[src/rtl/perfcnt_pkg.sv]
package perfcnt_pkg;

    parameter int CNT_W   = 32;
    parameter int NUM_EVT = 22;
    parameter int SEL_W   = 5;
    parameter int REG_W   = 32;

    localparam int CTRL_USED = SEL_W + 3;

    typedef enum logic {
        PRIV_USER   = 1'b0,
        PRIV_KERNEL = 1'b1
    } priv_e;

    typedef enum logic {
        RSEL_CTRL  = 1'b0,
        RSEL_COUNT = 1'b1
    } rsel_e;

    typedef struct packed {
        logic             glob_en;
        logic             kern_en;
        logic             user_en;
        logic [SEL_W-1:0] evt_sel;
    } ctrl_t;

    function automatic ctrl_t unpack_ctrl(input logic [REG_W-1:0] w);
        ctrl_t c;
        c.evt_sel = w[SEL_W-1:0];
        c.user_en = w[SEL_W];
        c.kern_en = w[SEL_W+1];
        c.glob_en = w[SEL_W+2];
        return c;
    endfunction

    function automatic logic [REG_W-1:0] pack_ctrl(input ctrl_t c);
        logic [REG_W-1:0] w;
        w = '0;
        w[CTRL_USED-1:0] = c;
        return w;
    endfunction

    function automatic logic mode_allowed(input ctrl_t c, input priv_e p);
        return (p == PRIV_KERNEL) ? c.kern_en : c.user_en;
    endfunction

endpackage

[src/rtl/perfcnt_ctrl_reg.sv]
module perfcnt_ctrl_reg
    import perfcnt_pkg::*;
(
    input  logic             clk,
    input  logic             rst,
    input  logic             wr_i,
    input  logic [REG_W-1:0] wdata_i,
    output ctrl_t            ctrl_o
);

    ctrl_t ctrl_q;

    always_ff @(posedge clk) begin
        if (rst) begin
            ctrl_q <= '0;
        end else if (wr_i) begin
            ctrl_q <= unpack_ctrl(wdata_i);
        end
    end

    assign ctrl_o = ctrl_q;

    assert_ctrl_store_R2: assert property (@(posedge clk) disable iff (rst)
        wr_i |=> (ctrl_q.evt_sel == $past(wdata_i[SEL_W-1:0]) &&
                  ctrl_q.glob_en == $past(wdata_i[SEL_W+2])));

    assert_ctrl_hold_R2: assert property (@(posedge clk) disable iff (rst)
        !wr_i |=> $stable(ctrl_q));

endmodule

[src/rtl/perfcnt_evt_sel.sv]
module perfcnt_evt_sel
    import perfcnt_pkg::*;
(
    input  logic [NUM_EVT-1:0] evt_i,
    input  priv_e              priv_i,
    input  ctrl_t              ctrl_i,
    output logic               inc_o
);

    logic [NUM_EVT-1:0] hit;

    generate
        for (genvar i = 0; i < NUM_EVT; i++) begin : g_dec
            assign hit[i] = evt_i[i] && (ctrl_i.evt_sel == SEL_W'(i));
        end
    endgenerate

    logic any_hit;
    assign any_hit = |hit;
    assign inc_o   = any_hit && ctrl_i.glob_en && mode_allowed(ctrl_i, priv_i);

    always_comb begin
        assert_onehot_hit_R5: assert ($onehot0(hit));
    end

endmodule

[src/rtl/perfcnt_counter.sv]
module perfcnt_counter
    import perfcnt_pkg::*;
(
    input  logic             clk,
    input  logic             rst,
    input  logic             wr_i,
    input  logic [CNT_W-1:0] wdata_i,
    input  logic             inc_i,
    output logic [CNT_W-1:0] cnt_o
);

    logic [CNT_W-1:0] cnt_q;

    always_ff @(posedge clk) begin
        if (rst) begin
            cnt_q <= '0;
        end else if (wr_i) begin
            cnt_q <= wdata_i;
        end else if (inc_i) begin
            cnt_q <= cnt_q + CNT_W'(1);
        end
    end

    assign cnt_o = cnt_q;

    assert_write_wins_R9: assert property (@(posedge clk) disable iff (rst)
        wr_i |=> cnt_q == $past(wdata_i));

    assert_step_one_R4: assert property (@(posedge clk) disable iff (rst)
        (!wr_i && inc_i) |=> cnt_q == $past(cnt_q) + CNT_W'(1));

    assert_idle_hold_R5: assert property (@(posedge clk) disable iff (rst)
        (!wr_i && !inc_i) |=> $stable(cnt_q));

    assert_wrap_zero_R10: assert property (@(posedge clk) disable iff (rst)
        (!wr_i && inc_i && (&cnt_q)) |=> cnt_q == '0);

endmodule

[src/rtl/perfcnt_top.sv]
module perfcnt_top
    import perfcnt_pkg::*;
(
    input  logic               clk,
    input  logic               rst,
    input  logic [NUM_EVT-1:0] evt_i,
    input  logic               priv_kernel_i,
    input  logic               reg_wr_i,
    input  logic               reg_sel_i,
    input  logic [REG_W-1:0]   reg_wdata_i,
    output logic [REG_W-1:0]   reg_rdata_o,
    output logic               irq_o
);

    ctrl_t            ctrl;
    logic             inc;
    logic [CNT_W-1:0] cnt;
    logic             wr_ctrl;
    logic             wr_cnt;
    priv_e            priv;

    assign wr_ctrl = reg_wr_i && (rsel_e'(reg_sel_i) == RSEL_CTRL);
    assign wr_cnt  = reg_wr_i && (rsel_e'(reg_sel_i) == RSEL_COUNT);
    assign priv    = priv_e'(priv_kernel_i);

    perfcnt_ctrl_reg u_ctrl (
        .clk     (clk),
        .rst     (rst),
        .wr_i    (wr_ctrl),
        .wdata_i (reg_wdata_i),
        .ctrl_o  (ctrl)
    );

    perfcnt_evt_sel u_sel (
        .evt_i  (evt_i),
        .priv_i (priv),
        .ctrl_i (ctrl),
        .inc_o  (inc)
    );

    perfcnt_counter u_cnt (
        .clk     (clk),
        .rst     (rst),
        .wr_i    (wr_cnt),
        .wdata_i (reg_wdata_i[CNT_W-1:0]),
        .inc_i   (inc),
        .cnt_o   (cnt)
    );

    always_comb begin
        if (rsel_e'(reg_sel_i) == RSEL_COUNT) begin
            reg_rdata_o = REG_W'(cnt);
        end else begin
            reg_rdata_o = pack_ctrl(ctrl);
        end
    end

    assign irq_o = cnt[CNT_W-1];

    assert_irq_sticky_R11: assert property (@(posedge clk) disable iff (rst)
        (irq_o && !wr_cnt && !(&cnt)) |=> irq_o);

    assert_glob_off_R8: assert property (@(posedge clk) disable iff (rst)
        (!ctrl.glob_en && !wr_cnt) |=> $stable(cnt));

    assert_reserved_sel_R6: assert property (@(posedge clk) disable iff (rst)
        (ctrl.evt_sel >= SEL_W'(NUM_EVT) && !wr_cnt) |=> $stable(cnt));

    assert_mode_gate_R7: assert property (@(posedge clk) disable iff (rst)
        (!mode_allowed(ctrl, priv) && !wr_cnt) |=> $stable(cnt));

endmodule

[config.mk]
export PLATFORM = sky130hd
export DESIGN_NAME = perfcnt_top
export DESIGN_NICKNAME = d
export VERILOG_FILES = /design/src/rtl/perfcnt_pkg.sv /design/src/rtl/perfcnt_ctrl_reg.sv /design/src/rtl/perfcnt_evt_sel.sv /design/src/rtl/perfcnt_counter.sv /design/src/rtl/perfcnt_top.sv
export SDC_FILE = /design/constraint.sdc
export NUM_CORES = 1
export LEC_CHECK = 0
export ABC_AREA = 1
export BUFFER_PORTS_ARGS = -buffer_cell sky130_fd_sc_hd__buf_4
export CAP_MARGIN = 20
export CORE_MARGIN = 2
export CORE_UTILIZATION = 40
export CTS_BUF_LIST = sky130_fd_sc_hd__clkbuf_8
export DETAILED_ROUTE_END_ITERATION = 7
export PLACE_DENSITY = 0.69
export SYNTH_ARGS = -nofsm -noshare
export SYNTH_HDL_FRONTEND = slang
export SYNTH_SLANG_ARGS = --single-unit
[constraint.sdc]
create_clock -name clk -period 4.1 [get_ports clk]
set_input_delay 0.41 -clock clk [delete_from_list [all_inputs] [get_ports clk]]
set_output_delay 0.41 -clock clk [all_outputs]
set_load 0.02 [all_outputs]
==> run metrics <==
status finished, final reports clean; Worst EP arrival 2.41 ns; total setup buffers inserted after CTS 0; Max Clk Rate 448 MHz; die area 9050 um2; DR WL met3 566 um; fraction of registers with async set/reset 0; I/O pin cnt 92; VDD IR-drop max 0.102 mV; router iterations before antenna repair 5; EDFF count, synth 0; power per cell area 219 nW/um2; Vias 3852; top sig layer met4; total gr overflow 0; ranking of synthesized cells by area nand2_1 26%, dfxtp_1 24%, nand3_1 10%; Synth Cell Area 3320 um2; reg2reg end u_cnt.cnt_o[4]; most used cell, CP nor2_1; routability cong. 0.920; Port Buffers 91; placed cell area 4010 um2; clk slew on worst S/H paths 0.09 ns; HP Start reg_wr_i; drt via density 4.96; Final ANT Viol Nets 0; share of layout cells above drive strength 1 0.194; critical path class register to register; critical-path cell list inv_2, nand3_1, nand2_1, nor2_1, nor2_1, nor2_1, nand3_2, nand2_4, nand2_4, nand2_1, a21oi_1; Power, Total 904 uW; element type at the critical path end register; WHS Path Cells 3; Final nets 730; top-area cell type share of the netlist area 0.263; initial antenna violation count 0; Post-synth top flop dfxtp_1; final setup skew 0.00655 ns; vias in the first global route 3411; Die Span X 95.1 um; Slew HR 0.609; row cnt 33; WP data required 4.28 ns; non-filler cells, final 776; antenna cell count 0; first-pass GRT wire length 15.8 mm; worst hold endpoint u_ctrl.ctrl_o[3]; Detailed Place HPWL 6.96 mm; Hold WC Path Type primary input to register; post_cts resized 0; Worst Tran Pin Value 0.587 ns; crit path max fanout 33; CP startpoint kind register; R2R depth 11; core area 8130 um2; Fin. Hold Viols 0; R2R Setup Slk 1.87 ns; top-count cell post-synth nand2_1; dpl cells 767; final setup fails 0; Clk Latency, worst-skew pair 0.31 ns; Area Growth Syn to Fin 24.3%; RSZ-0062 raised after global routing no; Die H 95.1 um; Fin Setup TNS 0 ns; total of max-cap violations 0; final wirelength 9.67 mm; GRT Total Usage 0.216; cells after synthesis 597; worst r2r src u_ctrl.ctrl_o[1]; Ys Warns 0; hold_buf cts 0; CTS root buffer clkbuf_8; Max Slew Vio Count 0; syn avg cell area 5.56 um2; Mapped Nets 657; post-route minimum period 2.23 ns; register bit total from synthesis 40; crit-path max cell delay 0.57 ns; most instantiated cells after synthesis 233 x nand2_1, 68 x nand3_1, 57 x inv_1, 44 x a21oi_1, 41 x nor2_1; Starting Density 0.408; met1 WL 4.46 mm; H-tree depth 2; routed wl met2 4.58 mm; post-route cell area 4130 um2; area leader, netlist nand2_1; largest net degree at the start of global routing 57; final worst-path cycle share 0.545; P_leak 0.00191 uW; Clock Path Buffers 2; total CTS buffers 5; CTS sink cnt 40; sequential area share after synthesis 0.241; Synth cell types 31; Post-route DRC 0; DR iter-0 viols 220; CP max-delay cell dfxtp_1; CTS tree built; wire per inst 12.5 um
power by group:
group          leakage, uW  switching, uW  internal, uW
registers         0.000325           20.2           402
clock network    0.0000510            154           135
logic              0.00153            109          83.8
total              0.00191            283           621
cells in the final DEF, fill, tap and decap left out, types with 3 or more instances in the layout:
cell type	synthesis	routed
nand3b_1	5	5
o21ai_1	4	4
nand3_1	68	68
nor3_1	6	6
nand2_1	233	233
nand2_4	3	3
nand2_2	4	4
xor2_1	5	5
inv_1	57	57
dfxtp_1	40	40
nor2_1	41	41
buf_4	7	92
o21ai_0	31	31
nor2_2	6	6
a21oi_1	44	44
nor2_4	7	7
clkbuf_8	0	6
inv_2	3	3
worst max-delay path by stage:
| stage | start | cells past startpoint | end | slack [ns] |
|---|---|---|---|---|
| finish | u_ctrl.ctrl_o[1] | 11 | u_cnt.cnt_o[4] | 1.87 |
| global route | u_ctrl.ctrl_o[1] | 12 | u_cnt.cnt_o[4] | 1.66 |
| CTS | u_ctrl.ctrl_o[1] | 11 | u_cnt.cnt_o[4] | 1.88 |
| detailed placement | reg_sel_i | 6 | u_cnt.cnt_o[6] | 1.77 |
| global placement | reg_sel_i | 6 | u_cnt.cnt_o[16] | 1.83 |
| floorplan | u_cnt.cnt_o[0] | 12 | u_cnt.cnt_o[24] | 2.46 |
area by class of cell:
| class | count | area (um2) |
|---|---|---|
| well taps | 105 | 131 |
| fillers | 869 | 4010 |
| clock buffers | 6 | 82.6 |
| repair buffers | 93 | 718 |
| flip-flops and latches | 40 | 801 |
| clock inverters | 2 | 10.0 |
| multi-input cells | 469 | 2150 |
| inverters | 61 | 231 |
metal layers:
metal / vias to the layer above / global-route usage
li1: 2035 / -
met1: 1706 / 0.283
met2: 107 / 0.369
met3: 4 / 0.0395
met4: 0 / 0.0471
met5: - / 0
flip-flops by register name, summed over array words and instances, names as in the netlist:
name	cells
u_cnt.cnt_o	32
u_ctrl.ctrl_o	8
metrics by stage:
stage           util  worst slack [ns]  hold WS, ns
2_1_floorplan      -              2.46        0.435
3_3_place_gp   0.493              1.83        0.451
3_5_place_dp   0.493              1.77        0.452
4_1_cts        0.504              1.88        0.382
5_1_grt        0.507              1.66        0.396
6_report       0.507              1.87        0.388
cell families after synthesis:
kind of cell,Yosys count,share of synthesized area
DFF,40,0.241
xor gates and xnor gates,7,0.0185
and+or+nand+nor,380,0.502
AOI/OAI and AO/OA,81,0.124
adders and majority gates,1,0.00377
buffers and inverters,88,0.111
critical path, delay by kind of cell, from the launching register on:
kind | cells | cell delay (ns)
AND/OR/NAND/NOR | 9 | 1.31
AO/OA/AOI/OAI | 1 | 0.07
buffers and inverters | 1 | 0.12
flip-flops | 1 | 0.57
Note: power is estimated with default switching activity, not from simulation.
